File: config.mk
export PLATFORM = sky130hd
export DESIGN_NAME = ksbec_adder
export DESIGN_NICKNAME = d
export VERILOG_FILES = /design/src/rtl/ksbec_pkg.sv /design/src/rtl/ksbec_prefix_add.sv /design/src/rtl/ksbec_excess1.sv /design/src/rtl/ksbec_group.sv /design/src/rtl/ksbec_adder.sv
export SDC_FILE = /design/constraint.sdc
export NUM_CORES = 1
export LEC_CHECK = 0
export ABC_AREA = 1
export ABC_CLOCK_PERIOD_IN_PS = 5400
export BUFFER_PORTS_ARGS = -buffer_cell sky130_fd_sc_hd__buf_2
export CAP_MARGIN = 20
export CORE_ASPECT_RATIO = 0.75
export CORE_UTILIZATION = 47
export DETAILED_ROUTE_END_ITERATION = 12
export MAX_ROUTING_LAYER = met4
export PLACE_DENSITY_LB_ADDON = 0.3
export SLEW_MARGIN = 20
export SYNTH_ARGS = -nofsm -noshare
export SYNTH_HDL_FRONTEND = slang
export SYNTH_SLANG_ARGS = --single-unit
File: constraint.sdc
create_clock -name vclk -period 5.4
set_input_delay 0.81 -clock vclk [all_inputs]
set_output_delay 0.81 -clock vclk [all_outputs]
set_load 0.02 [all_outputs]
File: src/rtl/ksbec_pkg.sv
package ksbec_pkg;
  localparam int SLICE_W = 4;
  localparam int SEL_W   = SLICE_W + 1;

  function automatic int slice_count(input int width);
    return width / SLICE_W;
  endfunction
endpackage

File: src/rtl/ksbec_prefix_add.sv
module ksbec_prefix_add #(
  parameter int W = 4
) (
  input  logic [W-1:0] a,
  input  logic [W-1:0] b,
  input  logic         cin,
  output logic [W-1:0] s,
  output logic         co
);
  localparam int LV = $clog2(W);

  logic [LV:0][W-1:0] gen;
  logic [LV:0][W-1:0] prp;
  logic [W:0]         c;

  // pre-processing, prefix levels at distances 1, 2, 4 ..., then carries
  always_comb begin
    gen[0] = a & b;
    prp[0] = a ^ b;
    for (int l = 0; l < LV; l++) begin
      for (int i = 0; i < W; i++) begin
        if (i >= (1 << l)) begin
          gen[l+1][i] = gen[l][i] | (prp[l][i] & gen[l][i - (1 << l)]);
          prp[l+1][i] = prp[l][i] & prp[l][i - (1 << l)];
        end else begin
          gen[l+1][i] = gen[l][i];
          prp[l+1][i] = prp[l][i];
        end
      end
    end
    c[0] = cin;
    for (int i = 0; i < W; i++) begin
      c[i+1] = gen[LV][i] | (prp[LV][i] & cin);
    end
  end

  assign s  = prp[0] ^ c[W-1:0];
  assign co = c[W];
endmodule

File: src/rtl/ksbec_excess1.sv
module ksbec_excess1 #(
  parameter int N = 5
) (
  input  logic [N-1:0] v,
  output logic [N-1:0] x
);
  logic [N-1:0] run;

  always_comb begin
    run[0] = 1'b1;
    for (int i = 1; i < N; i++) begin
      run[i] = run[i-1] & v[i-1];
    end
  end

  assign x = v ^ run;
endmodule

File: src/rtl/ksbec_group.sv
module ksbec_group
  import ksbec_pkg::*;
#(
  parameter bit BASE = 1'b0
) (
  input  logic [SLICE_W-1:0] a,
  input  logic [SLICE_W-1:0] b,
  input  logic               ci,
  output logic [SLICE_W-1:0] s,
  output logic               co
);
  generate
    if (BASE) begin : g_base
      ksbec_prefix_add #(.W(SLICE_W)) u_add (
        .a(a), .b(b), .cin(ci), .s(s), .co(co)
      );
    end else begin : g_spec
      logic [SLICE_W-1:0] s0;
      logic               c0;
      logic [SEL_W-1:0]   res0;
      logic [SEL_W-1:0]   res1;

      ksbec_prefix_add #(.W(SLICE_W)) u_add (
        .a(a), .b(b), .cin(1'b0), .s(s0), .co(c0)
      );
      assign res0 = {c0, s0};
      ksbec_excess1 #(.N(SEL_W)) u_inc (
        .v(res0), .x(res1)
      );
      assign {co, s} = ci ? res1 : res0;
    end
  endgenerate
endmodule

File: src/rtl/ksbec_adder.sv
module ksbec_adder
  import ksbec_pkg::*;
#(
  parameter int WIDTH = 64
) (
  input  logic [WIDTH-1:0] a,
  input  logic [WIDTH-1:0] b,
  input  logic             cin,
  output logic [WIDTH-1:0] sum,
  output logic             cout
);
  localparam int NGRP = slice_count(WIDTH);

  logic [NGRP:0] grp_carry;

  assign grp_carry[0] = cin;

  generate
    for (genvar k = 0; k < NGRP; k++) begin : g_slice
      ksbec_group #(.BASE(k == 0)) u_grp (
        .a (a[k*SLICE_W +: SLICE_W]),
        .b (b[k*SLICE_W +: SLICE_W]),
        .ci(grp_carry[k]),
        .s (sum[k*SLICE_W +: SLICE_W]),
        .co(grp_carry[k+1])
      );
    end
  endgenerate

  assign cout = grp_carry[NGRP];
endmodule

==> results.py <==
metrics = {
    "outcome": {
        "status": "completed",
    },
    "cells_and_area": {
        "area_growth_pct": 39.37,
        "final_cell_area_um2": 5683,
        "nClkBuffers": 0,
        "numSequentialCells": 0,
        "antenna_cells": 0,
        "drive_above_1_share": 0.4667,
        "final_util": 0.6751,
        "fin_nets": 946,
        "seq_area_um2": 0,
    },
    "place": {
        "gp_congestion": 0.7894,
        "dpl.hpwl_mm": 8.834,
        "post_dp_cell_area_um2": 5206,
        "port_buffers": 194,
    },
    "pwr": {
        "internal-power_uw": 608.0,
        "p_comb_frac": 1.000,
        "vdd_drop_max_mv": 0.2135,
        "p_leak_uw": 0.003263,
        "p_sw_frac": 0.5854,
        "power_switching_uw": 858.6,
        "seqPwrFrac": 0,
        "powerDensity_nw_per_um2": 258.1,
        "clkPwrFrac": 0,
    },
    "worst_setup_path": {
        "cp_slowest_cell": "fa_1",
        "critical_path_class": "in2out",
        "cpMostUsedCell": "nand2_4",
        "arrival_ps": 4570,
        "setup.worst_path.end_class": "output port",
        "start_kind": "input port",
        "critPathMaxStageDelay_ps": 490,
        "crit_fanout": 6,
        "crit_required_ps": 4590,
    },
    "grt": {
        "grt-ovfl-total": 0,
        "grt_use_total": 0.2101,
        "grt_first_pass_wirelength_mm": 15.21,
        "antenna_found_initial": 0,
        "grt_max_degree": 7,
        "grt_pass1_vias": 3560,
    },
    "floorplan": {
        "die-area_um2": 9056,
        "die_h_um": 82.67,
        "die_w_um": 109.6,
        "core-area_um2": 8418,
        "start_util": 0.4844,
        "boundaryPins": 194,
        "rows": 29,
    },
    "yosys": {
        "synth.distinct_cells": 28,
        "yosysWarnings": 0,
        "syn_inst": 478,
        "ys_top_cells_by_area": "ha_1 33%, xor2_1 11%, fa_1 7.9%",
        "ys_seq_area_frac": 0,
        "netlist.area_leader.share": 0.3345,
        "syn-num-nets": 732,
        "synth_largest_area_cell": "ha_1",
        "avgSynthCellArea_um2": 8.531,
        "synth_area_um2": 4078,
    },
    "hold_path": {
        "min_path_type": "in2out",
    },
    "detailed_routing": {
        "drc_errors": 0,
        "vias_per_cell": 5.118,
        "wl_mm": 10.71,
        "antenna_left": 0,
        "drtPass1Iterations": 4,
        "avgRoutedWirePerCell_um": 13.42,
        "initialDrtViolationCount": 151,
        "vias": 4084,
    },
    "timing": {
        "worst_slew_margin_rel": 0.6554,
        "post-route-period-util": 0.9956,
        "fmax_ghz": 0.1860,
        "rsz0062_at_grt": "true",
        "setup_viol": 0,
        "worst_pin_slew_ps": 514.5,
        "maxSlewViolCount": 0,
        "hold_viol": 0,
        "fin_crit_ps": 5376,
    },
    "job": {
        "maxCapViolations": 0,
    },
}
-- critical path, delay by kind of cell --
kind / cells / cell delay, ps
fa+ha+maj: 5 / 1200
simple gates: 22 / 2220
buf+inv: 3 / 300
-- cells in the mapped netlist (2+ instances only) --
cell and count:
nand3b_4 4, nand3_2 18, nand2_8 2, mux2_2 25, xor2_1 51, nand3_1 47
mux2_1 3, nand3b_2 3, nand2_4 12, nand2_1 79, a21o_1 9, fa_1 16
nand2_2 4, a21oi_1 16, a31oi_1 10, nor2_1 3, xnor2_1 8, ha_1 109
nand3_4 5, inv_1 46
-- power groups by stage --
stage               Sequential, uW  Combinational, uW  Clock [uW]
finish                           0               1470           0
global route                     0               1590           0
CTS                              0               1330           0
detailed placement               0               1280           0
global placement                 0               1250           0
floorplan                        0                915           0
-- through the flow --
step	power [uW]	instances	TNS (ps)	hold slack (ps)	setup slack [ps]
finish	1467	798	0	2029	23.77
global route	1593	798	-1730	2047	-177.6
CTS	1333	785	0	2057	9.604
detailed placement	1283	783	-525.3	2051	-81.56
global placement	1250	783	0	2052	98.95
floorplan	914.8	478	0	1896	299.5
-- cell families after synthesis --
| group | share of synthesized area |
|---|---|
| buf+inv | 0.04327 |
| compound gates | 0.05891 |
| mux | 0.07732 |
| fa+ha+maj | 0.4130 |
| simple gates | 0.2808 |
| xor+xnor | 0.1267 |
-- repair_timing --
action | 4_1_cts | 5_1_grt
hold buffers | 0 | 0
hold endpoints to repair | 0 | 0
pin swaps | 7 | 38
setup buffers | 2 | 13
resized for setup | 20 | 56
endpoints found under the setup margin | 9 | 20
-- worst paths after layout --
check	from	endpoint	slack (ps)	cells after the start
worst min-delay path	a[4]	sum[4]	2030	4
worst max-delay path	a[8]	sum[62]	20	30
-- layout make-up --
type / count / area (um2)
Tap cell: 108 / 135.1
Multi-Input combinational cell: 431 / 4204
Inverter: 47 / 176.4
Fill cell: 674 / 2735
Timing Repair Buffer: 212 / 1167
-- metal layers --
layer	GRT usage	vias to the layer above	routed length, um	part of all wire
met2	0.3899	123	5389	0.50
li1	-	2094	-	-
met5	-	-	0	0
met3	0.005495	10	476	0.044
met4	0.009333	0	108	0.010
met1	0.2684	1857	4735	0.44
-- placed cells by master, fill, tap and decap left out, drive strengths merged --
master	n
nand3	70
nand3b	8
ha	109
fa	16
o21bai	1
buf	212
a31oi	10
o21ai	1
xnor2	8
xor2	51
nor2	3
nand4	1
mux2	28
nand2	97
a21o	9
or2	1
a21oi	17
clkinv	1
inv	46
a31o	1
(Power assumes the default switching activity.)
